`src/rtl/seq_pkg.sv`:
```
package seq_pkg;

    typedef enum logic [3:0] {
        OP_NEXT = 4'd0,
        OP_JUMP = 4'd1,
        OP_CALL = 4'd2,
        OP_RET  = 4'd3,
        OP_HALT = 4'd4,
        OP_BEQ  = 4'd5,
        OP_BNE  = 4'd6,
        OP_BGT  = 4'd7,
        OP_BLT  = 4'd8,
        OP_BGE  = 4'd9,
        OP_BLE  = 4'd10
    } seq_op_e;

    typedef enum logic [2:0] {
        REL_EQ = 3'd0,
        REL_NE = 3'd1,
        REL_GT = 3'd2,
        REL_LT = 3'd3,
        REL_GE = 3'd4,
        REL_LE = 3'd5
    } rel_e;

    typedef enum logic [1:0] {
        SRC_INC    = 2'd0,
        SRC_TARGET = 2'd1,
        SRC_TOP    = 2'd2,
        SRC_HOLD   = 2'd3
    } pc_src_e;

    typedef struct packed {
        pc_src_e src;
        logic    push;
        logic    pop;
        logic    halt_set;
        logic    ovf_set;
        logic    unf_set;
    } seq_ctrl_s;

    function automatic logic is_branch(input logic [3:0] op);
        return (op >= 4'(OP_BEQ)) && (op <= 4'(OP_BLE));
    endfunction

    function automatic rel_e rel_of(input logic [3:0] op);
        logic [3:0] d;
        d = op - 4'(OP_BEQ);
        return rel_e'(d[2:0]);
    endfunction

endpackage

```
`src/rtl/seq_cond_eval.sv`:
```
module seq_cond_eval
    import seq_pkg::*;
#(
    parameter int DATA_W = 16
) (
    input  rel_e              rel,
    input  logic [DATA_W-1:0] operand,
    output logic              taken
);
    logic neg;
    logic zero;

    assign neg  = operand[DATA_W-1];
    assign zero = (operand == '0);

    always_comb begin
        unique case (rel)
            REL_EQ:  taken = zero;
            REL_NE:  taken = !zero;
            REL_GT:  taken = !neg && !zero;
            REL_LT:  taken = neg;
            REL_GE:  taken = !neg;
            REL_LE:  taken = neg || zero;
            default: taken = 1'b0;
        endcase
    end
endmodule

```
`src/rtl/seq_decode.sv`:
```
module seq_decode
    import seq_pkg::*;
(
    input  logic [3:0] op_code,
    input  logic       step,
    input  logic       halted,
    input  logic       taken,
    input  logic       stk_full,
    input  logic       stk_empty,
    output seq_ctrl_s  ctrl
);
    always_comb begin
        ctrl = '{src: SRC_INC, push: 1'b0, pop: 1'b0,
                 halt_set: 1'b0, ovf_set: 1'b0, unf_set: 1'b0};
        if (!step || halted) begin
            ctrl.src = SRC_HOLD;
        end else if (is_branch(op_code)) begin
            ctrl.src = taken ? SRC_TARGET : SRC_INC;
        end else begin
            case (op_code)
                4'(OP_JUMP): ctrl.src = SRC_TARGET;
                4'(OP_CALL): begin
                    ctrl.src = SRC_TARGET;
                    if (stk_full) ctrl.ovf_set = 1'b1;
                    else          ctrl.push    = 1'b1;
                end
                4'(OP_RET): begin
                    if (stk_empty) begin
                        ctrl.src     = SRC_HOLD;
                        ctrl.unf_set = 1'b1;
                    end else begin
                        ctrl.src = SRC_TOP;
                        ctrl.pop = 1'b1;
                    end
                end
                4'(OP_HALT): begin
                    ctrl.src      = SRC_HOLD;
                    ctrl.halt_set = 1'b1;
                end
                default: ctrl.src = SRC_INC;
            endcase
        end
    end
endmodule

```
`src/rtl/seq_call_stack.sv`:
```
module seq_call_stack #(
    parameter int ADDR_W = 12,
    parameter int DEPTH  = 8
) (
    input  logic              clk,
    input  logic              rst,
    input  logic              push,
    input  logic              pop,
    input  logic [ADDR_W-1:0] push_data,
    output logic [ADDR_W-1:0] top,
    output logic              full,
    output logic              empty
);
    localparam int CNT_W = $clog2(DEPTH + 1);
    localparam int IDX_W = (DEPTH > 1) ? $clog2(DEPTH) : 1;
    localparam logic [CNT_W-1:0] FULL_CNT = CNT_W'(DEPTH);

    logic [ADDR_W-1:0] mem [DEPTH];
    logic [CNT_W-1:0]  cnt;
    logic [CNT_W-1:0]  cnt_m1;
    logic [IDX_W-1:0]  rd_idx;

    assign full   = (cnt == FULL_CNT);
    assign empty  = (cnt == '0);
    assign cnt_m1 = cnt - 1'b1;
    assign rd_idx = IDX_W'(cnt_m1);
    assign top    = mem[rd_idx];

    always_ff @(posedge clk) begin
        for (int i = 0; i < DEPTH; i++) begin
            if (push && !full && cnt == CNT_W'(i)) mem[i] <= push_data;
        end
    end

    always_ff @(posedge clk) begin
        if (rst) begin
            cnt <= '0;
        end else if (push && !full) begin
            cnt <= cnt + 1'b1;
        end else if (pop && !empty) begin
            cnt <= cnt_m1;
        end
    end


    depth_bound_chk: assert property (@(posedge clk) disable iff (rst)
        cnt <= FULL_CNT);


    push_grow_chk: assert property (@(posedge clk) disable iff (rst)
        (push && !full) |=> cnt == $past(cnt) + 1'b1);


    pop_shrink_chk: assert property (@(posedge clk) disable iff (rst)
        (pop && !empty) |=> cnt == $past(cnt) - 1'b1);


    excl_req_chk: assert property (@(posedge clk) disable iff (rst)
        !(push && pop));
endmodule

```
`src/rtl/prog_sequencer.sv`:
```
module prog_sequencer
    import seq_pkg::*;
#(
    parameter int ADDR_W = 12,
    parameter int DATA_W = 16,
    parameter int DEPTH  = 8
) (
    input  logic              clk,
    input  logic              rst,
    input  logic              step,
    input  logic [3:0]        op_code,
    input  logic [ADDR_W-1:0] target,
    input  logic [DATA_W-1:0] operand,
    output logic [ADDR_W-1:0] pc,
    output logic              halted,
    output logic              stack_ovf,
    output logic              stack_unf
);
    logic [ADDR_W-1:0] pc_inc;
    logic [ADDR_W-1:0] stk_top;
    logic              stk_full;
    logic              stk_empty;
    logic              taken;
    rel_e              rel;
    seq_ctrl_s         ctrl;

    assign pc_inc = pc + 1'b1;
    assign rel    = rel_of(op_code);

    seq_cond_eval #(.DATA_W(DATA_W)) u_cond (
        .rel     (rel),
        .operand (operand),
        .taken   (taken)
    );

    seq_decode u_dec (
        .op_code   (op_code),
        .step      (step),
        .halted    (halted),
        .taken     (taken),
        .stk_full  (stk_full),
        .stk_empty (stk_empty),
        .ctrl      (ctrl)
    );

    seq_call_stack #(.ADDR_W(ADDR_W), .DEPTH(DEPTH)) u_stk (
        .clk       (clk),
        .rst       (rst),
        .push      (ctrl.push),
        .pop       (ctrl.pop),
        .push_data (pc_inc),
        .top       (stk_top),
        .full      (stk_full),
        .empty     (stk_empty)
    );

    always_ff @(posedge clk) begin
        if (rst) begin
            pc        <= '0;
            halted    <= 1'b0;
            stack_ovf <= 1'b0;
            stack_unf <= 1'b0;
        end else begin
            unique case (ctrl.src)
                SRC_INC:    pc <= pc_inc;
                SRC_TARGET: pc <= target;
                SRC_TOP:    pc <= stk_top;
                default:    pc <= pc;
            endcase
            halted    <= halted    | ctrl.halt_set;
            stack_ovf <= stack_ovf | ctrl.ovf_set;
            stack_unf <= stack_unf | ctrl.unf_set;
        end
    end


    halt_freeze_chk: assert property (@(posedge clk) disable iff (rst)
        halted |=> halted && $stable(pc) && $stable(stack_ovf) && $stable(stack_unf));


    idle_hold_chk: assert property (@(posedge clk) disable iff (rst)
        !step |=> $stable(pc) && $stable(halted));


    jump_load_chk: assert property (@(posedge clk) disable iff (rst)
        (step && !halted && op_code == 4'(OP_JUMP)) |=> pc == $past(target));


    ovf_call_chk: assert property (@(posedge clk) disable iff (rst)
        (step && !halted && op_code == 4'(OP_CALL) && stk_full)
            |=> stack_ovf && pc == $past(target));


    unf_ret_chk: assert property (@(posedge clk) disable iff (rst)
        (step && !halted && op_code == 4'(OP_RET) && stk_empty)
            |=> stack_unf && pc == $past(pc));


    beq_fall_chk: assert property (@(posedge clk) disable iff (rst)
        (step && !halted && op_code == 4'(OP_BEQ) && operand != '0)
            |=> pc == $past(pc) + 1'b1);
endmodule

```
`config.mk`:
```
export PLATFORM = sky130hd
export DESIGN_NAME = prog_sequencer
export DESIGN_NICKNAME = d
export VERILOG_FILES = /design/src/rtl/seq_pkg.sv /design/src/rtl/seq_cond_eval.sv /design/src/rtl/seq_decode.sv /design/src/rtl/seq_call_stack.sv /design/src/rtl/prog_sequencer.sv
export SDC_FILE = /design/constraint.sdc
export NUM_CORES = 1
export LEC_CHECK = 0
export ABC_AREA = 1
export BUFFER_PORTS_ARGS = -buffer_cell sky130_fd_sc_hd__buf_2
export CELL_PAD_IN_SITES_DETAIL_PLACEMENT = 1
export CELL_PAD_IN_SITES_GLOBAL_PLACEMENT = 2
export CORE_MARGIN = 5
export CORE_UTILIZATION = 40
export DETAILED_ROUTE_END_ITERATION = 12
export PLACE_DENSITY = 0.89
export SLEW_MARGIN = 5
export SYNTH_ARGS = -nofsm -noshare
export SYNTH_HDL_FRONTEND = slang
export SYNTH_SLANG_ARGS = --single-unit
```
`constraint.sdc`:
```
create_clock -name clk -period 4 [get_ports clk]
set_input_delay 1.2 -clock clk [delete_from_list [all_inputs] [get_ports clk]]
set_output_delay 1.2 -clock clk [all_outputs]
set_load 0.05 [all_outputs]
```
==> results.cfg <==
[timing]
setup_viol = 0
period_minus_slack_ps = 3093
period_share_pct = 77.32
fin_hold_ws_ps = 466.4
rsz0062_at_grt = false
final-max-slew-violation-count = 0
fmax_mhz = 323.4
fin_tns_setup_ps = 0
skew_ps = 5.859
worst_pin_slew_ps = 769.8
slew_headroom_pct = 48.50
hold_viol = 0

[final_layout]
multi_input_comb_area_um2 = 1958
area_growth_pct = 18.31
ff_latch_area_um2 = 3263
antennaDiodeCount = 0
drive_gt1_share_pct = 17.88
nNetsFinal = 746
fillers = 1654

[clocking]
cts_resized = 0
clkSlewWorstSetupHoldPaths_ps = 60
cts.path.max_buffers = 2
cts_sinks = 115
cts_buffers = 17
ctsHoldBuffers = 0
cts_tree = done
clockRootBuffer = clkbuf_16
clk_latency_ps = 410
htreeDepth = 4
cts_setup_buffers = 0

[worst_setup_path]
critical-path-slowest-cell = ha_1
r2r_slack_ps = 1210
cp.arrival_ps = 3440
worstSetupStartpointType = input port
reg2regPathDepth = 13
worstSetupPathType = input port to flop
cp_max_fo = 12
path_cells = buf_2 > nor2_1 > nand2_1 > nor2_1 > nand2_1 > nand2_1 > nor2_1 > nor2_1 > nor2_1 > nor2_1 > ha_1 > nand3_1 > nand2_1 > nand2_1 > a21oi_1
required_ps = 4350
reg2reg_from = u_stk.cnt[1]
max_stage_delay_ps = 650
path_common_cell = nor2_1
r2r_end = pc[3]
cp-end-kind = flop

[grt]
gr-usage-met2_pct = 37.34
first_global_vias = 5107
grtUsageTotal_pct = 20.63
antenna_found_initial = 0
grt_util_met3_pct = 4.011
grt_max_degree = 53
grt_pass1_wl_um = 26010
overflow = 0
grt_use_met1_pct = 24.09
grt_busiest_layer = met2

[routing]
drt_wl_total_um = 16340
vias = 4583
via_per_inst = 5.115
detail_route.drc_violations = 0
drt_first_iter_violations = 354
drt-pass1-iter-count = 4
wire_per_inst_um = 18.23
ant_nets = 0

[die]
fp.dieW_um = 129.8
std_cell_rows = 43
die_h_um = 129.8
start_util_pct = 41.03
core_um2 = 13990
dieArea_um2 = 16840
io_pins = 50

[yosys]
ys_seq_area_share_pct = 56.86
ys_types = 33
syn_nets = 692
synth_area_leaders = edfxtp_1 (50%), nand2_1 (11%), nand3_1 (8.1%), dfxtp_1 (6.6%), inv_1 (6.4%)
synth_cells = 649
synthTopCellsByCount = nand2_1 (164), inv_1 (98), edfxtp_1 (96)
synth_edf_count = 96
synth.most_common_cell = nand2_1
yosysTopAreaCell = edfxtp_1
synthFlopType = edfxtp_1
async_reset_ff_share_pct = 0
yosysWarnings = 0
synth_top_area_share_pct = 50.23
syn_area_per_cell_um2 = 8.843
syn_area_um2 = 5739
ys_seq_elements = 115

[power_and_ir_drop]
vdd_drop_max_mv = 0.3167
powerDensity_nw_per_um2 = 495.5
power.leakage_nw = 2.941

[job]
drv_cap = 0

[min_path]
hold_path_depth = 2
hold_start = stack_ovf
hp-class = flop to flop
min_to = stack_ovf

[place]
gp_congestion = 0.8313
port_buffers = 49
dpl.hpwl_um = 10530

[status]
status = finished, final reports clean
-- through the flow --
| stage | cell area [um2] | instances | utilization, % | setup WS [ps] | total power, W |
|---|---|---|---|---|---|
| after global routing | 6790 | 896 | 48.54 | 750.1 | 0.003474 |
| after detailed placement | 6161 | 864 | 44.04 | 480.0 | 0.001773 |
| after CTS | 6790 | 896 | 48.54 | 916.7 | 0.003383 |
| after floorplan | 5739 | 649 | - | 994.9 | 0.001656 |
| final | 6790 | 896 | 48.54 | 907.4 | 0.003365 |
| after global placement | 6161 | 864 | 44.04 | 617.0 | 0.001754 |
-- kinds of logic after synthesis --
| kind of cell | after synthesis | synth area share [%] |
|---|---|---|
| DFF | 115 | 56.86 |
| adders and majority gates | 8 | 1.744 |
| buffers and inverters | 128 | 9.461 |
| xor gates and xnor gates | 3 | 0.4579 |
| and+or+nand+nor | 346 | 26.44 |
| AOI/OAI and AO/OA | 49 | 5.036 |
-- registers in the layout, summed over array words and instances (netlist names) --
signal / cells
stack_ovf: 1
stack_unf: 1
pc: 12
u_stk.mem: 96
u_stk.cnt: 4
halted: 1
-- critical path: cells and delay by family --
kind            cells  cell delay [ps]
compound gates      1              120
buf+inv             1               90
simple gates       12             1370
fa+ha+maj           1              650
-- how the worst max path moves through the flow --
stage,slack (ps),cells past startpoint,start,to
after floorplan,990,6,op_code[1],u_stk.mem[5][0]
after global placement,620,12,op_code[1],pc[10]
after detailed placement,480,12,op_code[1],pc[7]
after CTS,920,12,op_code[1],pc[7]
after global routing,750,15,operand[13],pc[10]
final,910,15,operand[13],pc[11]
-- layer usage --
layer | part of all wire [%] | up-vias
li1 | - | 2211
met1 | 41 | 2231
met2 | 52 | 120
met3 | 5.6 | 21
met4 | 1.5 | 0
met5 | 0 | -
-- report_power, final --
part	total (W)	leakage [nW]	internal, W	switching (W)
clock	0.00162	0.296	0.00105	0.000569
combinational	0.000368	1.62	0.0000962	0.000272
sequential	0.00138	1.03	0.00135	0.0000270
-- layout by cell type (no fill, tap or decap), drive strengths merged, types with 8 or more instances in the layout --
| cell type | count |
|---|---|
| a21oi | 28 |
| buf | 60 |
| clkbuf | 17 |
| dfxtp | 19 |
| edfxtp | 96 |
| ha | 8 |
| inv | 106 |
| nand2 | 166 |
| nand3 | 95 |
| nor2 | 57 |
| nor3 | 9 |
| o21ai | 18 |
| or2 | 15 |
-- area by class of cell --
type,instances,share of cell area [%]
Timing Repair Buffer,60,4.828
Multi-Input combinational cell,406,28.84
Clock buffer,17,6.265
Inverter,103,5.694
Tap cell,180,3.317
Clock inverter,15,3.004
Sequential cell,115,48.06
No activity file was read; power rests on OpenSTA's default activity.
